===== src/rtl/tx_ring_dma.sv =====
module tx_ring_dma #(
  parameter int RING_BITS = 3,
  parameter int ADDR_W    = 32,
  parameter int MEM_W     = 32,
  parameter int LEN_W     = 16
) (
  input  logic                 clk,
  input  logic                 rst_n,
  input  logic [ADDR_W-1:0]    ring_base,
  input  logic                 tail_wr,
  input  logic [RING_BITS-1:0] tail_wdata,
  output logic [RING_BITS-1:0] head_o,
  output logic [RING_BITS-1:0] tail_o,
  output logic                 ring_empty,
  output logic                 ring_full,
  input  logic                 irq_en,
  input  logic                 irq_ack,
  output logic                 irq,
  output logic                 mem_req_valid,
  input  logic                 mem_req_ready,
  output logic                 mem_req_we,
  output logic [ADDR_W-1:0]    mem_req_addr,
  output logic [MEM_W-1:0]     mem_req_wdata,
  input  logic                 mem_rsp_valid,
  input  logic [MEM_W-1:0]     mem_rsp_data,
  output logic [7:0]           tx_data,
  output logic                 tx_valid,
  output logic                 tx_last,
  input  logic                 tx_ready
);

  localparam int BYTES      = MEM_W / 8;
  localparam int IDX_W      = $clog2(BYTES);
  localparam int DESC_BYTES = 2 * BYTES;

  typedef enum logic [3:0] {
    S_IDLE, S_D0, S_D0W, S_D1, S_D1W, S_BUF, S_BUFW, S_SEND, S_WB
  } st_t;

  st_t                  st;
  logic [RING_BITS-1:0] head, tail;
  logic [ADDR_W-1:0]    buf_addr;
  logic [LEN_W-1:0]     len_left;
  logic [MEM_W-1:0]     desc_w1;
  logic [MEM_W-1:0]     word_q;
  logic [IDX_W-1:0]     idx;

  logic [ADDR_W-1:0] desc_addr;
  logic              req_fire, tx_fire, done;

  assign desc_addr  = ring_base + ADDR_W'(head) * ADDR_W'(DESC_BYTES);
  assign head_o     = head;
  assign tail_o     = tail;
  assign ring_empty = (head == tail);
  assign ring_full  = (head == RING_BITS'(tail + 1'b1));

  assign mem_req_valid = (st == S_D0) || (st == S_D1) || (st == S_BUF) || (st == S_WB);
  assign mem_req_we    = (st == S_WB);
  assign mem_req_wdata = desc_w1 | (MEM_W'(1) << (MEM_W - 1));

  always_comb begin
    unique case (st)
      S_D0:        mem_req_addr = desc_addr;
      S_D1, S_WB:  mem_req_addr = desc_addr + ADDR_W'(BYTES);
      S_BUF:       mem_req_addr = buf_addr;
      default:     mem_req_addr = '0;
    endcase
  end

  assign tx_valid = (st == S_SEND);
  assign tx_data  = word_q[{idx, 3'b000} +: 8];
  assign tx_last  = tx_valid && (len_left == LEN_W'(1));

  assign req_fire = mem_req_valid && mem_req_ready;
  assign tx_fire  = tx_valid && tx_ready;
  assign done     = (st == S_WB) && req_fire;

  always_ff @(posedge clk or negedge rst_n) begin
    if (!rst_n) tail <= '0;
    else if (tail_wr) tail <= tail_wdata;
  end

  always_ff @(posedge clk or negedge rst_n) begin
    if (!rst_n) irq <= 1'b0;
    else if (done && irq_en) irq <= 1'b1;
    else if (irq_ack) irq <= 1'b0;
  end

  always_ff @(posedge clk or negedge rst_n) begin
    if (!rst_n) begin
      st       <= S_IDLE;
      head     <= '0;
      buf_addr <= '0;
      len_left <= '0;
      desc_w1  <= '0;
      word_q   <= '0;
      idx      <= '0;
    end else begin
      unique case (st)
        S_IDLE: if (head != tail) st <= S_D0;
        S_D0:   if (req_fire) st <= S_D0W;
        S_D0W:  if (mem_rsp_valid) begin
                  buf_addr <= ADDR_W'(mem_rsp_data);
                  st       <= S_D1;
                end
        S_D1:   if (req_fire) st <= S_D1W;
        S_D1W:  if (mem_rsp_valid) begin
                  desc_w1  <= mem_rsp_data;
                  len_left <= mem_rsp_data[LEN_W-1:0];
                  idx      <= '0;
                  st       <= (mem_rsp_data[LEN_W-1:0] == '0) ? S_WB : S_BUF;
                end
        S_BUF:  if (req_fire) st <= S_BUFW;
        S_BUFW: if (mem_rsp_valid) begin
                  word_q <= mem_rsp_data;
                  st     <= S_SEND;
                end
        S_SEND: if (tx_fire) begin
                  len_left <= len_left - 1'b1;
                  idx      <= idx + 1'b1;
                  if (len_left == LEN_W'(1)) begin
                    st <= S_WB;
                  end else if (idx == IDX_W'(BYTES - 1)) begin
                    buf_addr <= buf_addr + ADDR_W'(BYTES);
                    st       <= S_BUF;
                  end
                end
        S_WB:   if (req_fire) begin
                  head <= head + 1'b1;
                  st   <= S_IDLE;
                end
        default: st <= S_IDLE;
      endcase
    end
  end

endmodule


===== config.mk =====
export PLATFORM = sky130hd
export DESIGN_NAME = tx_ring_dma
export DESIGN_NICKNAME = d
export VERILOG_FILES = /design/src/rtl/tx_ring_dma.sv
export SDC_FILE = /design/constraint.sdc
export NUM_CORES = 1
export LEC_CHECK = 0
export BUFFER_PORTS_ARGS = -buffer_cell sky130_fd_sc_hd__buf_4
export CORE_MARGIN = 1.5
export CORE_UTILIZATION = 50
export DETAILED_ROUTE_END_ITERATION = 16
export PLACE_DENSITY = 0.73
export SLEW_MARGIN = 10
export SYNTH_ARGS = -nofsm -noshare
export SYNTH_HDL_FRONTEND = slang
export SYNTH_SLANG_ARGS = --single-unit
export TNS_END_PERCENT = 100

===== constraint.sdc =====
create_clock -name clk -period 7.4 [get_ports clk]
set_input_delay 0.74 -clock clk [delete_from_list [all_inputs] [get_ports clk]]
set_output_delay 0.74 -clock clk [all_outputs]
set_load 0.01 [all_outputs]

==> results.py, run 1 <==
metrics = {
    "grt": {
        "grtUsageMet2_pct": 41.8,
        "grt_use_met1_pct": 41.0,
        "grt_util_met3_pct": 5.71,
        "grt_pass1_vias": 7331,
        "antenna_found_initial": 0,
        "busiest_layer": "met2",
        "grt_max_degree": 73,
        "grt_use_total_pct": 27.9,
        "grt_pass1_wl_mm": 39.0,
        "gr-total-overflow": 0,
    },
    "worst_hold_path": {
        "hp-class": "in -> async",
    },
    "clocking": {
        "cts_root_buf": "clkbuf_16",
        "cts_max_level": 4,
        "numCtsBuffers": 17,
        "cts.sinks": 124,
        "ctsResizeCount": 0,
        "tritoncts": "built",
        "cts.clk_slew.worst_paths_ns": 0.06,
        "postCtsSetupBuffers": 0,
        "hold_buffers": 0,
        "clk_latency_ns": 0.42,
        "cts.path.max_buffers": 2,
    },
    "power": {
        "power_frac_seq_pct": 35.5,
        "internal-power_w": 0.00221,
        "peakVddDrop_mv": 0.233,
        "switching_share_pct": 40.1,
        "power.density_nw_per_um2": 365,
        "leakage_nw": 4.41,
        "combPwrFrac_pct": 42.1,
        "total_power_w": 0.00369,
        "clockPowerShare_pct": 22.5,
        "power_switching_w": 0.00148,
    },
    "final_layout": {
        "layout-drive-gt1-share_pct": 23.2,
        "fillers": 1426,
        "nNetsFinal": 1200,
        "n_antenna_cell": 0,
        "area_growth_pct": 22.8,
    },
    "timing": {
        "maxSlewViolCount": 0,
        "tightest_slew_ns": 1.14,
        "hold_viol": 0,
        "setup_tns_ns": 0,
        "period_minus_slack_ns": 4.92,
        "rsz0062_at_grt": "no",
        "fmax_ghz": 0.203,
        "finalSetupViolations": 0,
        "relSlewSlack_pct": 24.1,
        "fin_crit_sh_pct": 66.5,
        "finClkSkew_ns": 0.00691,
    },
    "yosys": {
        "synth_cells": 986,
        "avgSynthCellArea_um2": 8.35,
        "synth_top_area_share_pct": 37.7,
        "mappedNetlistArea_um2": 8230,
        "synth.area.top_cells": "dfrtp_1 (38%), nand2_1 (8.6%), mux2_2 (5.2%)",
        "synth_most_common_cell": "nand2_1",
        "synth_edf_count": 0,
        "seq_area_frac_synth_pct": 37.7,
        "syn_nets": 1072,
        "post-synth-top-area-cell": "dfrtp_1",
        "synthTopCellsByCount": "nand2_1 (189), dfrtp_1 (124), o21ai_0 (76), a21oi_1 (73), nor2_1 (58)",
        "ys_seq_elements": 124,
        "dominantRegCellSynth": "dfrtp_1",
        "synth_warnings": 0,
        "async_flop_share_pct": 100,
        "yosysUniqueCellTypes": 77,
    },
    "route": {
        "wire_per_inst_um": 18.2,
        "drc": 0,
        "drtIter0Drc": 680,
        "num_vias": 8027,
        "wl_mm": 24.4,
        "routed_via_density": 5.98,
        "drt_first_pass_iters": 5,
        "antenna_left": 0,
    },
    "critical_path": {
        "end_kind": "output port",
        "cp-start-kind": "flop",
        "worst_r2r_endpoint": "buf_addr[16]$_DFFE_PN0P_",
        "worstPathArrival_ns": 4.18,
        "r2r_setup_slack_ns": 4.05,
        "r2r_cells": 7,
        "crit_type": "reg -> out",
        "rr_startpoint": "st[2]$_DFFE_PN0P_",
        "worstPathRequired_ns": 6.66,
        "crit_fanout": 19,
    },
    "floorplan": {
        "ios": 160,
        "rows": 46,
        "core_area_um2": 16000,
        "die_area_um2": 17200,
        "die_h_um": 131,
        "start_util_pct": 51.4,
        "die_w_um": 131,
    },
    "placed_design": {
        "globalplace.congestion": 0.920,
        "port_buffers": 158,
        "place_hpwl_mm": 17.3,
    },
    "outcome": {
        "status": "finished, final reports clean",
    },
    "run": {
        "cap_viol_max_count": 0,
    },
}
==> stage by stage <==
| step | utilization [%] | setup slack, ns | instance area (um2) | cells | hold WS (ns) |
|---|---|---|---|---|---|
| floorplan | - | 3.13 | 8230 | 986 | 0.444 |
| global placement | 59.5 | 2.59 | 9520 | 1311 | 0.461 |
| detailed placement | 59.5 | 2.58 | 9520 | 1311 | 0.463 |
| CTS | 63.2 | 2.49 | 10100 | 1343 | 0.385 |
| global route | 63.2 | 2.21 | 10100 | 1343 | 0.420 |
| finish | 63.2 | 2.48 | 10100 | 1343 | 0.366 |
==> routing by layer <==
layer / vias to the layer above / routed length (um) / part of all wire, %
met5: - / 0 / 0
met4: 0 / 419 / 1.7
met3: 39 / 1820 / 7.5
met2: 337 / 10800 / 44
met1: 3826 / 11300 / 46
li1: 3825 / - / -
==> flip-flops by register name (all words and copies together) (netlist names) <==
| signal | count |
|---|---|
| buf_addr | 32 |
| word_q | 32 |
| desc_w1 | 31 |
| len_left | 16 |
| st | 4 |
| head_o | 3 |
| tail_o | 3 |
| idx | 2 |
| irq | 1 |
==> cell usage in the layout (no fill, tap or decap), types with 7 or more instances in the layout <==
cell type / Yosys / routed
and4_1: 9 / 9
xnor2_1: 20 / 20
inv_1: 21 / 21
o22ai_1: 17 / 17
nor4_1: 19 / 19
xor2_1: 33 / 33
ha_1: 10 / 10
nand3_1: 48 / 48
a31oi_1: 8 / 8
buf_4: 2 / 167
nor2_1: 58 / 57
o221ai_1: 12 / 12
a21o_1: 8 / 8
a21oi_1: 73 / 72
dfrtp_1: 124 / 124
and3_1: 15 / 15
clkbuf_16: 0 / 17
nand2_1: 189 / 189
nor3_1: 21 / 21
a32oi_1: 7 / 7
mux4_2: 8 / 8
mux2_2: 38 / 38
nand4_1: 11 / 11
o21ai_0: 76 / 76
a22oi_1: 9 / 9
==> area by class of cell <==
cell class / count / area, um2 / share of cell area (%)
repair buffers: 167 / 1250 / 12.4
clock inverters: 15 / 161 / 1.60
multi-input cells: 783 / 4810 / 47.6
clock buffers: 17 / 425 / 4.21
well taps: 216 / 270 / 2.67
flip-flops and latches: 124 / 3100 / 30.7
inverters: 21 / 78.8 / 0.780
==> worst max path at each step <==
stage                                     start               end  slack [ns]  cells past startpoint
after floorplan                    ring_base[3]  mem_req_addr[27]        3.13                     12
after global placement             ring_base[5]  mem_req_addr[27]        2.59                     11
after detailed placement           ring_base[5]  mem_req_addr[27]        2.58                     11
after CTS                 head_o[0]$_DFFE_PN0P_  mem_req_addr[27]        2.49                     12
after global routing      head_o[2]$_DFFE_PN0P_  mem_req_addr[21]        2.21                     10
final                     head_o[2]$_DFFE_PN0P_  mem_req_addr[27]        2.48                     10
==> critical path, stage by stage (launching register included) <==
cell and delay [ns]:
dfrtp_1 0.43, ha_1 0.43, a211oi_1 0.79, nor2_2 0.25
nand3_1 0.17, xor2_1 0.14, or4_4 0.61, or3b_1 0.42
a21o_1 0.20, a21o_1 0.17, buf_4 0.13
==> power by group through the flow <==
| stage | registers (W) | clock network (W) | logic [W] |
|---|---|---|---|
| 6_report | 0.00131 | 0.000829 | 0.00155 |
| 5_1_grt | 0.00136 | 0.000870 | 0.00171 |
| 4_1_cts | 0.00130 | 0.000834 | 0.00155 |
| 3_5_place_dp | 0.00130 | 0 | 0.00154 |
| 3_3_place_gp | 0.00130 | 0 | 0.00150 |
| 2_1_floorplan | 0.00122 | 0 | 0.000978 |
==> cell families after synthesis <==
family                     count (synthesis)  share of synthesized area [%]
AOI/OAI and AO/OA                        255                           19.1
xor gates and xnor gates                  53                           5.64
adders and majority gates                 11                           1.76
buffers and inverters                     79                           3.98
DFF                                      124                           37.7
muxes                                     47                           7.51
other                                      1                         0.0456
and+or+nand+nor                          416                           24.2
Note: power is estimated with default switching activity, not from simulation.
==> run 2: changes to the inputs <==
PLACE_DENSITY = 0.76   (was 0.73)
clock period = 4 ns   (was 7.4 ns; I/O delays follow)
==> results.py, run 2 (synthesis results as in run 1) <==
metrics = {
    "outcome": {
        "status": "finished, final reports clean",
    },
    "critical_path": {
        "rr_startpoint": "st[2]$_DFFE_PN0P_",
        "worstPathArrival_ns": 3.59,
        "crit_type": "reg -> out",
        "r2r_setup_slack_ns": 0.89,
        "cp-start-kind": "flop",
        "crit_fanout": 7,
        "end_kind": "output port",
        "crit_start": "head_o[0]$_DFFE_PN0P_",
        "worst_r2r_endpoint": "len_left[6]$_DFFE_PN0P_",
        "r2r_cells": 6,
        "worstPathRequired_ns": 3.60,
    },
    "power": {
        "power.density_nw_per_um2": 651,
        "leakage_nw": 4.61,
        "peakVddDrop_mv": 0.489,
    },
    "clocking": {
        "cts.clk_slew.worst_paths_ns": 0.06,
        "numCtsBuffers": 17,
        "cts.sinks": 124,
        "cts_root_buf": "clkbuf_16",
        "tritoncts": "built",
        "cts.path.max_buffers": 2,
        "clk_latency_ns": 0.42,
        "cts_max_level": 4,
        "hold_buffers": 0,
    },
    "placed_design": {
        "place_hpwl_mm": 17.8,
        "globalplace.congestion": 0.914,
        "dpl_cell_area_um2": 9710,
        "port_buffers": 158,
    },
    "worst_hold_path": {
        "hp-class": "in -> async",
    },
    "timing": {
        "setup_tns_ns": 0,
        "rsz0062_at_grt": "yes",
        "period_minus_slack_ns": 3.99,
        "tightest_slew_ns": 0.818,
        "hold_viol": 0,
        "relSlewSlack_pct": 45.5,
        "finClkSkew_ns": 0.00849,
        "fin_crit_sh_pct": 99.7,
        "finalSetupViolations": 0,
        "maxSlewViolCount": 0,
        "fmax_ghz": 0.251,
    },
    "floorplan": {
        "die_w_um": 131,
        "die_area_um2": 17200,
        "core_area_um2": 16000,
        "rows": 46,
        "die_h_um": 131,
        "ios": 160,
        "start_util_pct": 51.4,
    },
    "grt": {
        "grt_pass1_wl_mm": 39.6,
        "antenna_found_initial": 0,
        "grt_max_degree": 69,
        "grt_pass1_vias": 7411,
        "gr-total-overflow": 0,
        "grt_use_total_pct": 28.5,
    },
    "final_layout": {
        "mostFrequentLayoutCells": "buf_4 (198), nand2_1 (189), dfrtp_1 (124)",
        "layout_commonest_cell": "buf_4",
        "fillers": 1378,
        "n_antenna_cell": 0,
        "nNetsFinal": 1237,
        "area_growth_pct": 28.1,
        "fin_area_um2": 10500,
        "top_regs": "buf_addr: 32 flops, word_q: 32 flops, desc_w1: 31 flops",
        "layout-drive-gt1-share_pct": 27.1,
    },
    "route": {
        "drt_first_pass_iters": 6,
        "wire_per_inst_um": 18.1,
        "routed_via_density": 6.05,
        "drtIter0Drc": 778,
        "antenna_left": 0,
        "drc": 0,
        "num_vias": 8353,
        "wl_mm": 24.9,
    },
    "run": {
        "cap_viol_max_count": 0,
    },
}
==> run 2: worst max-delay path by stage <==
stage,endpoint,slack [ns],depth (start not counted)
after CTS,mem_req_addr[27],0.01,10
after global routing,mem_req_addr[24],-0.12,12
after detailed placement,mem_req_addr[27],0.07,13
after floorplan,mem_req_addr[27],0.30,12
after global placement,mem_req_addr[27],0.11,13
final,mem_req_addr[29],0.01,14
==> run 2: worst max-delay path: stages, from the launching register on <==
cell and delay (ns):
dfrtp_1 0.39, ha_4 0.16, inv_2 0.04, fa_2 0.35, and2b_4 0.31, o211ai_4 0.10, buf_4 0.18, nor3_1 0.22
xor2_1 0.24, nand4b_1 0.19, buf_4 0.20, nor4b_2 0.36, xnor2_1 0.17, o21ai_1 0.08, buf_4 0.18
==> run 2: metal layers <==
metal | GRT usage [%] | vias to the layer above | wire [um]
met2 | 43.3 | 424 | 11200
li1 | - | 3915 | -
met3 | 5.67 | 35 | 2190
met5 | 0 | - | 0
met1 | 41.7 | 3979 | 11100
met4 | 7.28 | 0 | 376
==> run 2: layout make-up <==
| type | count | area, um2 | share of cell area (%) |
|---|---|---|---|
| Tap cell | 216 | 270 | 2.56 |
| Clock inverter | 10 | 115 | 1.09 |
| Clock buffer | 22 | 464 | 4.40 |
| Multi-Input combinational cell | 783 | 4940 | 46.9 |
| Timing Repair Buffer | 204 | 1570 | 14.9 |
| Inverter | 21 | 78.8 | 0.748 |
| Sequential cell | 124 | 3100 | 29.4 |
==> run 2: what timing repair did <==
item | CTS | global route
gates resized for setup | 12 | 21
pin swaps | 8 | 15
endpoints found under the setup margin | 8 | 13
buffers inserted | 8 | 6
==> run 2: power breakdown <==
part	total, W	internal, W	switching (W)
combinational	0.00292	0.00137	0.00155
sequential	0.00243	0.00183	0.000597
clock	0.00151	0.000948	0.000565
==> run 2: per-stage QoR <==
stage,std cells,utilization [%],total power (W),worst slack (ns),hold WS (ns)
global route,1380,65.9,0.00731,-0.121,0.0963
finish,1380,65.9,0.00686,0.0114,0.0378
global placement,1334,60.7,0.00519,0.108,0.459
floorplan,986,-,0.00406,0.305,0.104
CTS,1374,65.0,0.00683,0.0133,0.0639
detailed placement,1334,60.7,0.00528,0.0660,0.464
